===== config.mk =====
export PLATFORM = sky130hd
export DESIGN_NAME = mmul_stream_engine
export DESIGN_NICKNAME = d
export VERILOG_FILES = /design/src/rtl/mmul_pkg.sv /design/src/rtl/mmul_issue.sv /design/src/rtl/mmul_mul_pipe.sv /design/src/rtl/mmul_accum.sv /design/src/rtl/mmul_stream_engine.sv
export SDC_FILE = /design/constraint.sdc
export NUM_CORES = 2
export LEC_CHECK = 0
export BUFFER_PORTS_ARGS = -buffer_cell sky130_fd_sc_hd__buf_2
export CORE_UTILIZATION = 65
export CTS_BUF_LIST = sky130_fd_sc_hd__clkbuf_2 sky130_fd_sc_hd__clkbuf_4 sky130_fd_sc_hd__clkbuf_8
export DETAILED_ROUTE_END_ITERATION = 7
export PLACE_DENSITY = 0.84
export SYNTH_ARGS = -nofsm -noshare
export SYNTH_HDL_FRONTEND = slang
export SYNTH_SLANG_ARGS = --single-unit
export TNS_END_PERCENT = 100

===== constraint.sdc =====
create_clock -name clk -period 12.3 [get_ports clk]
set_input_delay 1.23 -clock clk [delete_from_list [all_inputs] [get_ports clk]]
set_output_delay 1.23 -clock clk [all_outputs]
set_load 0.01 [all_outputs]

===== src/rtl/mmul_pkg.sv =====
// Shared definitions for the streaming matrix multiply engine.
// Assumes two B banks; message kind codes are seen by the external controller.
package mmul_pkg;
    localparam int NBANK = 2;
    localparam logic [1:0] MSG_BANK_DONE = 2'b01;
    localparam logic [1:0] MSG_CHECKSUM  = 2'b10;

    // Per-operand-pair control travelling beside the data.
    typedef struct packed {
        logic fin;    // last pair of the last element of the job
        logic last;   // last pair of an element
        logic first;  // first pair of an element
        logic valid;  // pair present
    } op_tag_t;
endpackage


===== src/rtl/mmul_issue.sv =====
// Read sequencer: walks row indices, alternates B banks, tracks bank-ready
// flags and posts bank-done events. Assumes row_len and col_count are nonzero.
module mmul_issue
    import mmul_pkg::*;
#(
    parameter int AW = 4,
    parameter int CW = 4
) (
    input  logic          clk,
    input  logic          rst_n,
    input  logic          start,
    input  logic [AW:0]   row_len,
    input  logic [CW:0]   col_count,
    input  logic          msg_in_valid,
    input  logic          msg_in_bank,
    input  logic          job_fin,
    output logic          busy,
    output logic          rd_en,
    output logic [AW-1:0] rd_idx,
    output logic          rd_bank,
    output logic          clr,
    output op_tag_t       tag_o,
    output logic [CW-1:0] tag_col_o,
    output logic          bdone_v,
    output logic          bdone_bank
);
    logic            busy_q, bank_q;
    logic [AW:0]     len_q;
    logic [CW:0]     cols_q, col_q;
    logic [AW-1:0]   idx_q;
    logic [NBANK-1:0] rdy_w;
    logic            row_end, final_col, issuing;

    assign issuing   = col_q < cols_q;
    assign row_end   = ({1'b0, idx_q} == len_q - 1'b1);
    assign final_col = (col_q == cols_q - 1'b1);
    assign rd_en     = busy_q && issuing && rdy_w[bank_q];
    assign clr       = start && !busy_q;
    assign busy      = busy_q;
    assign rd_idx    = idx_q;
    assign rd_bank   = bank_q;

    // One ready flag per bank: set by a ready message, cleared when drained.
    for (genvar b = 0; b < NBANK; b++) begin : g_bank
        logic flag_q;
        always_ff @(posedge clk) begin
            if (!rst_n)
                flag_q <= 1'b0;
            else if (msg_in_valid && msg_in_bank == 1'(b))
                flag_q <= 1'b1;
            else if (rd_en && row_end && bank_q == 1'(b))
                flag_q <= 1'b0;
        end
        assign rdy_w[b] = flag_q;
    end

    // Job capture, index walk, bank swap and bank-done event.
    always_ff @(posedge clk) begin
        if (!rst_n) begin
            busy_q     <= 1'b0;
            len_q      <= '0;
            cols_q     <= '0;
            idx_q      <= '0;
            col_q      <= '0;
            bank_q     <= 1'b0;
            bdone_v    <= 1'b0;
            bdone_bank <= 1'b0;
        end else begin
            bdone_v <= 1'b0;
            if (clr) begin
                busy_q <= 1'b1;
                len_q  <= row_len;
                cols_q <= col_count;
                idx_q  <= '0;
                col_q  <= '0;
                bank_q <= 1'b0;
            end else if (rd_en) begin
                if (row_end) begin
                    idx_q      <= '0;
                    col_q      <= col_q + 1'b1;
                    bank_q     <= ~bank_q;
                    bdone_v    <= 1'b1;
                    bdone_bank <= bank_q;
                end else begin
                    idx_q <= idx_q + 1'b1;
                end
            end
            if (job_fin) busy_q <= 1'b0;
        end
    end

    // Tag register aligned with the one-cycle buffer read latency.
    always_ff @(posedge clk) begin
        if (!rst_n) begin
            tag_o     <= '0;
            tag_col_o <= '0;
        end else begin
            tag_o     <= '{fin: rd_en && row_end && final_col, last: row_end,
                           first: (idx_q == '0), valid: rd_en};
            tag_col_o <= col_q[CW-1:0];
        end
    end


    rd_run_chk: assert property (@(posedge clk) disable iff (!rst_n)
        (rd_en && !row_end) |=> (rd_en && rd_idx == $past(rd_idx) + 1'b1));

    first_bank_chk: assert property (@(posedge clk) disable iff (!rst_n)
        clr |=> (rd_bank == 1'b0 && rd_idx == '0));

    reuse_chk: assert property (@(posedge clk) disable iff (!rst_n)
        bdone_v |-> (!rdy_w[bdone_bank] ||
                     $past(msg_in_valid && msg_in_bank == bdone_bank)));

    start_ignored_chk: assert property (@(posedge clk) disable iff (!rst_n)
        (busy_q && start && !job_fin) |=> busy_q);
endmodule


===== src/rtl/mmul_mul_pipe.sv =====
// Eight-stage (STAGES) multiply pipeline that accepts a pair every cycle.
// Stage 0 forms the low DW bits of the product (identical for signed and
// unsigned operands); later stages delay it with its tag and element index.
module mmul_mul_pipe
    import mmul_pkg::*;
#(
    parameter int DW     = 32,
    parameter int CW     = 4,
    parameter int STAGES = 8
) (
    input  logic          clk,
    input  logic          rst_n,
    input  logic [DW-1:0] a_i,
    input  logic [DW-1:0] b_i,
    input  op_tag_t       tag_i,
    input  logic [CW-1:0] col_i,
    output logic [DW-1:0] prod_o,
    output op_tag_t       tag_o,
    output logic [CW-1:0] col_o
);
    logic [DW-1:0] prod_q [STAGES];
    op_tag_t       tg_q   [STAGES];
    logic [CW-1:0] cl_q   [STAGES];

    // Multiply in stage 0, then shift data and control through the stages.
    always_ff @(posedge clk) begin
        if (!rst_n) begin
            for (int i = 0; i < STAGES; i++) begin
                prod_q[i] <= '0;
                tg_q[i]   <= '0;
                cl_q[i]   <= '0;
            end
        end else begin
            prod_q[0] <= a_i * b_i;
            tg_q[0]   <= tag_i;
            cl_q[0]   <= col_i;
            for (int i = 1; i < STAGES; i++) begin
                prod_q[i] <= prod_q[i-1];
                tg_q[i]   <= tg_q[i-1];
                cl_q[i]   <= cl_q[i-1];
            end
        end
    end

    assign prod_o = prod_q[STAGES-1];
    assign tag_o  = tg_q[STAGES-1];
    assign col_o  = cl_q[STAGES-1];
endmodule


===== src/rtl/mmul_accum.sv =====
// Accumulator, C write port and job checksum. Restarts the sum on a tagged
// first product, writes on a tagged last product, and raises the checksum
// event one cycle after the final write. Assumes clr only arrives when idle.
module mmul_accum
    import mmul_pkg::*;
#(
    parameter int DW = 32,
    parameter int CW = 4
) (
    input  logic          clk,
    input  logic          rst_n,
    input  logic          clr,
    input  op_tag_t       tag_i,
    input  logic [CW-1:0] col_i,
    input  logic [DW-1:0] prod_i,
    output logic          c_we,
    output logic [CW-1:0] c_addr,
    output logic [DW-1:0] c_wdata,
    output logic          sum_v,
    output logic [DW-1:0] sum_data,
    output logic          job_fin
);
    logic [DW-1:0] acc_q, chk_q, sum_now;
    logic          fin_q;

    assign sum_now  = tag_i.first ? prod_i : acc_q + prod_i;
    assign sum_data = chk_q;
    assign job_fin  = fin_q;

    // Accumulate products, emit finished elements, fold them into the checksum.
    always_ff @(posedge clk) begin
        if (!rst_n) begin
            acc_q   <= '0;
            chk_q   <= '0;
            c_we    <= 1'b0;
            c_addr  <= '0;
            c_wdata <= '0;
            fin_q   <= 1'b0;
            sum_v   <= 1'b0;
        end else begin
            c_we  <= 1'b0;
            fin_q <= 1'b0;
            sum_v <= fin_q;
            if (clr) chk_q <= '0;
            if (tag_i.valid) begin
                acc_q <= sum_now;
                if (tag_i.last) begin
                    c_we    <= 1'b1;
                    c_addr  <= col_i;
                    c_wdata <= sum_now;
                    chk_q   <= chk_q + sum_now;
                    fin_q   <= tag_i.fin;
                end
            end
        end
    end


    write_src_chk: assert property (@(posedge clk) disable iff (!rst_n)
        c_we |-> $past(tag_i.valid && tag_i.last));

    first_restart_chk: assert property (@(posedge clk) disable iff (!rst_n)
        (tag_i.valid && tag_i.first && tag_i.last) |=> (c_we && c_wdata == $past(prod_i)));

    sum_after_write_chk: assert property (@(posedge clk) disable iff (!rst_n)
        sum_v |-> $past(c_we));
endmodule


===== src/rtl/mmul_stream_engine.sv =====
// Top of the streaming matrix multiply engine: sequencer, multiply pipeline
// and accumulator, plus the outgoing message mux. Assumes external A and B
// buffers return data one cycle after rd_idx/rd_bank are presented.
module mmul_stream_engine
    import mmul_pkg::*;
#(
    parameter int DW     = 32,
    parameter int AW     = 4,
    parameter int CW     = 4,
    parameter int STAGES = 8
) (
    input  logic          clk,
    input  logic          rst_n,
    input  logic          start,
    input  logic [AW:0]   row_len,
    input  logic [CW:0]   col_count,
    output logic          busy,
    output logic          rd_en,
    output logic [AW-1:0] rd_idx,
    output logic          rd_bank,
    input  logic [DW-1:0] a_rdata,
    input  logic [DW-1:0] b_rdata,
    output logic          c_we,
    output logic [CW-1:0] c_addr,
    output logic [DW-1:0] c_wdata,
    input  logic          msg_in_valid,
    input  logic          msg_in_bank,
    output logic          msg_out_valid,
    output logic [1:0]    msg_out_kind,
    output logic [DW-1:0] msg_out_data
);
    op_tag_t       iss_tag, mul_tag;
    logic [CW-1:0] iss_col, mul_col;
    logic [DW-1:0] mul_prod, sum_data;
    logic          clr, job_fin, sum_v, bdone_v, bdone_bank;

    mmul_issue #(.AW(AW), .CW(CW)) issue_i (
        .clk(clk), .rst_n(rst_n), .start(start), .row_len(row_len),
        .col_count(col_count), .msg_in_valid(msg_in_valid),
        .msg_in_bank(msg_in_bank), .job_fin(job_fin), .busy(busy),
        .rd_en(rd_en), .rd_idx(rd_idx), .rd_bank(rd_bank), .clr(clr),
        .tag_o(iss_tag), .tag_col_o(iss_col), .bdone_v(bdone_v),
        .bdone_bank(bdone_bank));

    mmul_mul_pipe #(.DW(DW), .CW(CW), .STAGES(STAGES)) mul_i (
        .clk(clk), .rst_n(rst_n), .a_i(a_rdata), .b_i(b_rdata),
        .tag_i(iss_tag), .col_i(iss_col), .prod_o(mul_prod),
        .tag_o(mul_tag), .col_o(mul_col));

    mmul_accum #(.DW(DW), .CW(CW)) acc_i (
        .clk(clk), .rst_n(rst_n), .clr(clr), .tag_i(mul_tag),
        .col_i(mul_col), .prod_i(mul_prod), .c_we(c_we), .c_addr(c_addr),
        .c_wdata(c_wdata), .sum_v(sum_v), .sum_data(sum_data),
        .job_fin(job_fin));

    // Merge the two message sources; they never coincide within a job.
    assign msg_out_valid = bdone_v | sum_v;
    assign msg_out_kind  = sum_v ? MSG_CHECKSUM : (bdone_v ? MSG_BANK_DONE : 2'b00);
    assign msg_out_data  = sum_v ? sum_data : {{(DW-1){1'b0}}, bdone_bank};


    msg_excl_chk: assert property (@(posedge clk) disable iff (!rst_n)
        !(bdone_v && sum_v));

    reset_quiet_chk: assert property (@(posedge clk)
        !rst_n |=> (!busy && !c_we && !msg_out_valid));
endmodule


==> flow_metrics.env <==
export IMPL_skew_ns=0.0249
export IMPL_antennaDiodeCount=0
export IMPL_drive_gt1_frac=0.0845
export IMPL_dr_pass1_iters=7
export IMPL_final_min_clock_period_ns=7.84
export IMPL_rr_endpoint="acc_i.sum_data[31]"
export IMPL_grt_pass1_vias=24500
export IMPL_die_h_um=226
export IMPL_yosysSeqAreaShare=0.280
export IMPL_final_nets=4248
export IMPL_core_um2=49300
export IMPL_grt_usage=0.302
export IMPL_h_tree_depth=3
export IMPL_crit_required_ns=12.74
export IMPL_routed_wl_mm=73.8
export IMPL_port_buffers=157
export IMPL_outcome="finished clean"
export IMPL_post_cts_buffers=0
export IMPL_grt_max_degree=137
export IMPL_synth_area_um2=32700
export IMPL_syn_inst=3505
export IMPL_final_max_slew_viol_count=0
export IMPL_synth_edf_count=0
export IMPL_maxCapViolCount=0
export IMPL_clk_pin_slew_ns=0.07
export IMPL_hpwlAfterDp_mm=53.3
export IMPL_io_pins=158
export IMPL_slew_headroom=0.303
export IMPL_grt_overflow=0
export IMPL_cts_buffer_depth=3
export IMPL_hold_viol=0
export IMPL_min_to="mul_i.prod_q[0][49]"
export IMPL_ctsHoldBuffers=0
export IMPL_startpoint_type="input pin"
export IMPL_numCtsBuffers=68
export IMPL_path_class="in2reg"
export IMPL_rsz0062_at_grt="false"
export IMPL_std_cell_rows=81
export IMPL_cts_sinks=456
export IMPL_final_common_cell="and2_1"
export IMPL_insertion_delay_ns=0.58
export IMPL_end_kind="flip-flop"
export IMPL_root_buffer="clkbuf_8"
export IMPL_start_util=0.663
export IMPL_final_cell_mix="and2_1 (584), inv_1 (479), dfxtp_1 (454), fa_1 (410), nand2_1 (370)"
export IMPL_cts_tree="done"
export IMPL_avgRoutedWirePerCell_um=17.3
export IMPL_avgSynthCellArea_um2=9.32
export IMPL_area_growth_pct=7.75
export IMPL_gp_congestion=0.897
export IMPL_drtIter0Drc=1481
export IMPL_die_w_um=226
export IMPL_antenna_found_initial=0
export IMPL_r2r_start="acc_i.acc_q[0]"
export IMPL_setup_violations=0
export IMPL_ctsResizeCount=0
export IMPL_hold_class="reg2reg"
export IMPL_worst_slew_pin_slew_ns=1.04
export IMPL_clock_fmax_mhz=128
export IMPL_vias=23700
export IMPL_crit_path_max_fanout=26
export IMPL_synth_distinct_cells=66
export IMPL_die_area_um2=51100
export IMPL_synth_seq_cells=456
export IMPL_grt_pass1_wl_mm=121
export IMPL_ys_warn_count=0
export IMPL_hold_start="mul_i.prod_q[0][17]"
export IMPL_ant_nets=0
export IMPL_synthesis_nets=4189
export IMPL_ff2ff_path_depth=23
export IMPL_tns_ns=0
export IMPL_routed_via_density=5.54
export IMPL_ys_flop_type="dfxtp_1"
export IMPL_min_period_over_period=0.637
export IMPL_arrival_ns=8.28
export IMPL_r2r_slack_ns=6.33
export IMPL_min_path_cells=1
export IMPL_ys_async_sr_fraction=0
export IMPL_route_detailed_drc=0
==> worst max-delay path, cell delays in order <==
cell	delay, ns
buf_2	0.52
and2_1	0.24
fa_1	0.42
inv_1	0.08
fa_1	0.42
fa_1	0.48
fa_1	0.56
inv_1	0.05
ha_1	0.27
ha_1	0.30
fa_1	0.50
fa_1	0.42
ha_1	0.35
a21o_1	0.19
a21oi_1	0.22
o21ai_0	0.15
a211oi_1	0.44
a211o_1	0.25
nand4_1	0.20
a2111o_1	0.44
a31oi_1	0.25
xor2_1	0.22
nor2_1	0.05
==> synth_stat cells, drive strengths merged, types with 3 or more instances <==
cell type / n / area (µm²)
xnor2: 110 / 963
o21a: 9 / 67.6
nand2: 370 / 1390
o22ai: 5 / 31.3
nor3b: 5 / 37.5
clkbuf: 168 / 631
a2111oi: 5 / 50.0
nor3: 18 / 90.1
a21o: 41 / 310
dfxtp: 456 / 9130
nor2: 147 / 552
nand3: 26 / 130
or2: 4 / 25.0
o31ai: 4 / 30.0
ha: 195 / 2440
o21bai: 12 / 93.8
a211oi: 52 / 395
fa: 410 / 8210
nand2b: 20 / 125
mux2i: 18 / 180
o221ai: 4 / 35.0
a21oi: 122 / 622
or3: 4 / 25.0
xor2: 37 / 324
o21ai: 69 / 345
o211ai: 13 / 121
inv: 480 / 1800
a31oi: 16 / 100
and3: 12 / 75.1
a22oi: 22 / 165
a41oi: 3 / 26.3
nand4: 11 / 68.8
a211o: 6 / 52.6
and2: 585 / 3660
buf: 12 / 48.8
nor2b: 6 / 37.5
==> sequential cells by signal (all words and copies together) (netlist names), 2 cells and up <==
register,count
issue_i.col_q,5
mul_i.prod_q,256
issue_i.cols_q,5
acc_i.c_wdata,32
acc_i.sum_data,32
issue_i.tag_col_o,4
issue_i.tag_o,4
acc_i.acc_q,32
issue_i.len_q,5
issue_i.g_bank.flag_q,2
mul_i.cl_q,32
issue_i.rd_idx,4
acc_i.c_addr,4
mul_i.tg_q,32
==> cell families (layout without fill, tap and decap cells) <==
group | Yosys count | after routing | share of synthesized area
simple gates | 1217 | 1217 | 0.193
compound gates | 400 | 400 | 0.0800
fa+ha+maj | 605 | 605 | 0.326
flops | 456 | 456 | 0.280
mux | 19 | 19 | 0.00586
xor+xnor | 148 | 148 | 0.0401
buf+inv | 660 | 766 | 0.0760
==> worst max-delay path by stage <==
| stage | startpoint | endpoint | slack [ns] | cells past startpoint |
|---|---|---|---|---|
| 4_1_cts | a_rdata[5] | mul_i.prod_q[0][30] | 4.59 | 25 |
| 3_5_place_dp | a_rdata[5] | mul_i.prod_q[0][30] | 3.99 | 25 |
| 5_1_grt | a_rdata[6] | mul_i.prod_q[0][29] | 4.29 | 23 |
| 3_3_place_gp | a_rdata[5] | mul_i.prod_q[0][30] | 4.16 | 25 |
| 6_report | a_rdata[6] | mul_i.prod_q[0][29] | 4.46 | 23 |
| 2_1_floorplan | b_rdata[2] | mul_i.prod_q[0][29] | 4.67 | 23 |
==> through the flow <==
step	cell area, µm²	hold slack (ns)	utilization	instances	setup slack, ns
floorplan	32700	0.390	-	3505	4.67
global placement	33700	0.413	0.684	4158	4.16
detailed placement	33700	0.417	0.684	4158	3.99
CTS	35200	0.425	0.714	4275	4.59
global route	35200	0.440	0.714	4275	4.29
finish	35200	0.425	0.714	4275	4.46
==> layout make-up <==
cell class	count	area [µm²]
multi-input cells	2389	21100
fillers	3655	14100
flip-flops and latches	456	9130
inverters	480	1800
clock buffers	103	1310
repair buffers	169	885
well taps	664	831
clock inverters	14	176
==> per-layer routing <==
| metal | GRT usage | wire length, µm | vias to the layer above | part of all wire |
|---|---|---|---|---|
| li1 | - | - | 11000 | - |
| met3 | 0.0489 | 5210 | 244 | 0.071 |
| met4 | 0.165 | 4080 | 0 | 0.055 |
| met2 | 0.524 | 36200 | 991 | 0.49 |
| met1 | 0.357 | 28400 | 11400 | 0.38 |
| met5 | 0 | 0 | - | 0 |
Power is not shown: default switching activity piles up to over one toggle a cycle in this logic, so the estimate is an artifact.
